$ cat config.mk
export PLATFORM = sky130hd
export DESIGN_NAME = vpa_unit
export DESIGN_NICKNAME = d
export VERILOG_FILES = /design/src/rtl/vpa_pkg.sv /design/src/rtl/vpa_decode.sv /design/src/rtl/vpa_pair_lanes.sv /design/src/rtl/vpa_unit.sv
export SDC_FILE = /design/constraint.sdc
export NUM_CORES = 2
export LEC_CHECK = 0
export BUFFER_PORTS_ARGS = -buffer_cell sky130_fd_sc_hd__buf_2
export CAP_MARGIN = 20
export CORE_MARGIN = 10
export CORE_UTILIZATION = 40
export CTS_CLUSTER_DIAMETER = 100
export DETAILED_ROUTE_END_ITERATION = 16
export SLEW_MARGIN = 20
export SYNTH_ARGS = -nofsm -noshare
export SYNTH_HDL_FRONTEND = slang
export SYNTH_SLANG_ARGS = --single-unit
$ cat constraint.sdc
create_clock -name clk -period 11.55 [get_ports clk]
set_clock_uncertainty 0.05 [all_clocks]
set_input_delay 2.31 -clock clk [delete_from_list [all_inputs] [get_ports clk]]
set_output_delay 2.31 -clock clk [all_outputs]
set_load 0.01 [all_outputs]
$ cat src/rtl/vpa_pkg.sv
package vpa_pkg;
    localparam int INSN_W    = 32;
    localparam int REG_IDX_W = 5;
    localparam int SIZE_W    = 2;

    // fixed opcode fields of the pairwise widening add family
    localparam logic [4:0] OPC_HI  = 5'b01110;
    localparam logic [4:0] OPC_MID = 5'b00000;
    localparam logic [3:0] OPC_LO  = 4'b1010;

    typedef struct packed {
        logic                  match;
        logic                  wide;   // 128-bit form
        logic                  uns;    // zero extension
        logic                  acc;    // accumulate into destination
        logic [SIZE_W-1:0]     size;
        logic [REG_IDX_W-1:0]  rn;
        logic [REG_IDX_W-1:0]  rd;
    } vpa_dec_t;
endpackage

$ cat src/rtl/vpa_decode.sv
module vpa_decode
    import vpa_pkg::*;
(
    input  logic [INSN_W-1:0] insn,
    output vpa_dec_t          dec
);
    always_comb begin
        dec.match = (insn[31] == 1'b0)
                 && (insn[28:24] == OPC_HI)
                 && (insn[21] == 1'b1)
                 && (insn[20:16] == OPC_MID)
                 && (insn[15] == 1'b0)
                 && (insn[13:10] == OPC_LO);
        dec.wide  = insn[30];
        dec.uns   = insn[29];
        dec.acc   = insn[14];
        dec.size  = insn[23:22];
        dec.rn    = insn[9:5];
        dec.rd    = insn[4:0];
    end
endmodule

$ cat src/rtl/vpa_pair_lanes.sv
module vpa_pair_lanes #(
    parameter int VEC_W  = 128,
    parameter int ELEM_W = 8
) (
    input  logic [VEC_W-1:0] src,
    input  logic [VEC_W-1:0] dst,
    input  logic             uns,
    input  logic             acc,
    output logic [VEC_W-1:0] res
);
    localparam int WIDE_W  = 2 * ELEM_W;
    localparam int N_PAIRS = VEC_W / WIDE_W;

    for (genvar p = 0; p < N_PAIRS; p++) begin : g_pair
        logic [ELEM_W-1:0] lo_d, hi_d;
        logic [WIDE_W-1:0] lo_ext_d, hi_ext_d, addend_d, sum_d;

        always_comb begin
            lo_d     = src[(2*p)*ELEM_W +: ELEM_W];
            hi_d     = src[(2*p+1)*ELEM_W +: ELEM_W];
            lo_ext_d = {{ELEM_W{lo_d[ELEM_W-1] & ~uns}}, lo_d};
            hi_ext_d = {{ELEM_W{hi_d[ELEM_W-1] & ~uns}}, hi_d};
            addend_d = acc ? dst[p*WIDE_W +: WIDE_W] : '0;
            sum_d    = lo_ext_d + hi_ext_d + addend_d;
        end

        assign res[p*WIDE_W +: WIDE_W] = sum_d;
    end
endmodule

$ cat src/rtl/vpa_unit.sv
module vpa_unit
    import vpa_pkg::*;
#(
    parameter int VEC_W  = 128,
    parameter int BASE_W = 8,
    parameter int N_SIZE = 3
) (
    input  logic                 clk,
    input  logic                 rst,
    input  logic                 in_valid,
    input  logic [INSN_W-1:0]    in_insn,
    input  logic [VEC_W-1:0]     in_src,
    input  logic [VEC_W-1:0]     in_dst,
    output logic                 dec_match,
    output logic                 out_valid,
    output logic                 out_illegal,
    output logic [VEC_W-1:0]     out_result,
    output logic [REG_IDX_W-1:0] out_rn,
    output logic [REG_IDX_W-1:0] out_rd
);
    localparam int HALF_W = VEC_W / 2;

    typedef struct packed {
        logic                 valid;
        logic                 illegal;
        logic [VEC_W-1:0]     result;
        logic [REG_IDX_W-1:0] rn;
        logic [REG_IDX_W-1:0] rd;
    } unit_state_t;

    vpa_dec_t    dec;
    unit_state_t st_d, st_q;
    logic [VEC_W-1:0] lane_res [N_SIZE];
    logic [VEC_W-1:0] sel_res_d;
    logic             size_ok_d;

    vpa_decode u_dec (
        .insn (in_insn),
        .dec  (dec)
    );

    for (genvar s = 0; s < N_SIZE; s++) begin : g_size
        vpa_pair_lanes #(
            .VEC_W  (VEC_W),
            .ELEM_W (BASE_W << s)
        ) u_lanes (
            .src (in_src),
            .dst (in_dst),
            .uns (dec.uns),
            .acc (dec.acc),
            .res (lane_res[s])
        );
    end

    always_comb begin
        size_ok_d = (int'(dec.size) < N_SIZE);
        sel_res_d = '0;
        for (int s = 0; s < N_SIZE; s++) begin
            if (int'(dec.size) == s) sel_res_d = lane_res[s];
        end
        if (!dec.wide) sel_res_d[VEC_W-1:HALF_W] = '0;

        st_d         = st_q;
        st_d.valid   = 1'b0;
        st_d.illegal = 1'b0;
        if (in_valid && dec.match) begin
            if (size_ok_d) begin
                st_d.valid  = 1'b1;
                st_d.result = sel_res_d;
                st_d.rn     = dec.rn;
                st_d.rd     = dec.rd;
            end else begin
                st_d.illegal = 1'b1;
            end
        end
    end

    always_ff @(posedge clk) begin
        if (rst) st_q <= '0;
        else     st_q <= st_d;
    end

    assign dec_match   = dec.match;
    assign out_valid   = st_q.valid;
    assign out_illegal = st_q.illegal;
    assign out_result  = st_q.result;
    assign out_rn      = st_q.rn;
    assign out_rd      = st_q.rd;

    assert_latency_R10: assert property (@(posedge clk) disable iff (rst)
        out_valid |-> $past(in_valid && dec_match));

    assert_illegal_excl_R8: assert property (@(posedge clk) disable iff (rst)
        out_illegal |-> !out_valid);

    assert_hold_idle_R9: assert property (@(posedge clk) disable iff (rst)
        !out_valid |-> $stable(out_result));

    assert_upper_zero_R6: assert property (@(posedge clk) disable iff (rst)
        (out_valid && !$past(in_insn[30])) |-> (out_result[VEC_W-1:HALF_W] == '0));
endmodule

==> flow_summary.json <==
{
  "seq_power_share_pct": 13.1,
  "dp_slack_ns": 2.57,
  "clock-sinks": 140,
  "grt_pass1_wl_um": 211000,
  "ant_nets": 0,
  "synth_flop_cell": "dfxtp_1",
  "post_cts_buffers": 0,
  "startpoint_type": "primary input",
  "leakagePower_nw": 17.8,
  "met2_usage_pct": 46.2,
  "drive_gt1_share_pct": 11.5,
  "die_x_um": 310,
  "grt_use_met1_pct": 37.3,
  "worst_ep_arrival_time_ns": 8.93,
  "min_period_ns": 8.62,
  "p_comb_share_pct": 71.4,
  "report.final.slew_viol_count": 0,
  "async_flop_share_pct": 0,
  "n_fill_cell": 8812,
  "placed_cell_area_mm2": 0.0370,
  "power_mw": 3.68,
  "synth.net_count": 5550,
  "antenna_found_initial": 3,
  "clk_pin_slew_ns": 0.08,
  "clk_latency_ns": 0.50,
  "synth_edf_count": 0,
  "avgSynthCellArea_um2": 7.20,
  "synthCells": 4680,
  "io_buffers": 431,
  "die-area_mm2": 0.0962,
  "fin_hold_ws_ns": 0.386,
  "wl_um": 144000,
  "first_iter_violations": 2884,
  "tightest_slew_ns": 1.07,
  "outcome": "complete, no violations",
  "crit_fanout": 5,
  "max-cap-violations": 0,
  "ys_seq_area_share_pct": 8.32,
  "ys_ff_latch": 140,
  "yosysWarningCount": 0,
  "worst_hold_path_type": "reg -> reg",
  "timing.slew.headroom_pct": 28.1,
  "start_util_pct": 40.3,
  "multi_input_area_mm2": 0.0294,
  "worstPathRequired_ns": 11.86,
  "critPathKind": "in -> reg",
  "clockPowerShare_pct": 15.5,
  "finalSetupViolCount": 0,
  "postCtsResizedCells": 0,
  "worst_slack_ns": 2.93,
  "fin_crit_sh_pct": 74.7,
  "gr-total-overflow": 0,
  "grt_pass1_vias": 34700,
  "yosys.area.top_type_share_pct": 20.5,
  "grt_max_degree": 62,
  "final_cell_mix": "ha_1 (551), a21oi_1 (464), buf_2 (427)",
  "slowest_stage": "a41oi_1",
  "avgViaCountPerCell": 5.99,
  "place.gp.congestion": 0.976,
  "vias": 36600,
  "grt_util_met3_pct": 5.99,
  "cts_hold_buf": 0,
  "final_common_cell": "ha_1",
  "fmaxAchievable_ghz": 0.116,
  "row_count": 106,
  "antennaDiodeCount": 0,
  "ir_worst_vdd_uv": 117,
  "cts_tree": "built",
  "grt_use_total_pct": 28.6,
  "stdcell_area_mm2": 0.0375,
  "first_pass_iters": 6,
  "dp_hpwl_um": 118000,
  "final_nets": 5896,
  "synth_cell_types": 112,
  "ctsHtreeMaxLevel": 4,
  "power_density_mw_per_mm2": 98.1,
  "end_kind": "register",
  "cpMostUsedCell": "a21o_1",
  "cp_slowest_stage_delay_ns": 0.60,
  "pin_count": 432,
  "area_delta_synth_final_pct": 11.3,
  "cts-root-buf": "clkbuf_16",
  "synth_area_leaders": "ha_1 (20%), xnor2_1 (8.9%), dfxtp_1 (8.3%)",
  "drc": 0,
  "rsz0062_at_grt": "false",
  "synth_area_mm2": 0.0337,
  "p_switching_mw": 1.87,
  "p_int_mw": 1.81,
  "die_h_um": 310,
  "core_area_mm2": 0.0836,
  "p_sw_share_pct": 50.7,
  "synth_top_cell_by_area": "ha_1",
  "cts_made_buffers": 17,
  "busiest_layer": "met2",
  "register_area_mm2": 0.00280,
  "finalHoldViolCount": 0,
  "tns_ns": 0,
  "clk_path_buf_depth": 2,
  "routedWlPerCell_um": 23.5
}
## power groups by stage
stage                     Combinational [mW]  Sequential, mW  Clock (mW)
after global routing                    2.88           0.482       0.597
after floorplan                         1.92           0.494           0
after CTS                               2.58           0.482       0.583
final                                   2.63           0.482       0.571
after global placement                  2.56           0.494           0
after detailed placement                2.56           0.494           0
## cells by family after synthesis
group	Yosys count	share of synthesized area, %
fa+ha+maj	581	22.2
compound gates	1659	31.8
simple gates	1394	19.7
buf+inv	403	4.68
mux	31	0.984
flops	140	8.32
xor+xnor	472	12.3
## synthesized netlist by cell type, types with 24 or more instances
cell,count
o211ai_1,38
and2_1,104
o22ai_1,39
clkbuf_1,112
xor2_1,130
nand4_1,31
ha_1,551
o21a_1,67
a31oi_1,65
nor2b_1,66
a21boi_0,43
o21ai_0,354
fa_1,28
and3_1,45
nand3_1,103
nor3_1,116
nand2_1,370
o21bai_1,81
a21oi_1,465
o31ai_1,24
nor2_1,404
xnor2_1,341
or3_1,26
dfxtp_1,140
nand2b_1,60
a21o_1,170
inv_1,262
a211oi_1,60
## cell type report
class                   count  share of cell area [%]
repair buffers            464                    6.44
multi-input cells        4137                    78.4
clock inverters            14                   0.304
well taps                1080                    3.60
flip-flops and latches    140                    7.48
clock buffers              18                    1.14
inverters                 266                    2.68
## stage by stage
| stage | cells | utilization, % |
|---|---|---|
| 3_5_place_dp | 6087 | 44.2 |
| 6_report | 6119 | 44.9 |
| 3_3_place_gp | 6087 | 44.2 |
| 2_1_floorplan | 4680 | - |
| 5_1_grt | 6119 | 44.9 |
| 4_1_cts | 6119 | 44.9 |
## critical path: cells and delay by family
kind,cells,cell delay [ns]
AO/OA/AOI/OAI,20,4.75
XOR/XNOR,2,0.24
adder cells (fa/ha/maj),3,0.99
buffers and inverters,1,0.12
multiplexers,1,0.24
AND/OR/NAND/NOR,2,0.27
## final timing paths
check,slack (ns),start,end,cells after the start
max,2.93,in_src[0],out_result[63],29
min,0.39,out_result[77],out_result[77],2
max reg2reg,10.40,out_result[127],out_result[127],4
min reg2reg,0.39,out_result[77],out_result[77],2
## flip-flops by register name, indices dropped and copies added (netlist names)
| signal | flops |
|---|---|
| out_result | 128 |
| out_illegal | 1 |
| out_rn | 5 |
| out_valid | 1 |
| out_rd | 5 |
## metal layers
layer	vias up	part of all wire (%)
met4	0	3.6
li1	17900	-
met2	1349	44
met5	-	0
met3	224	8.2
met1	17200	44
No activity file was read; power rests on OpenSTA's default activity.
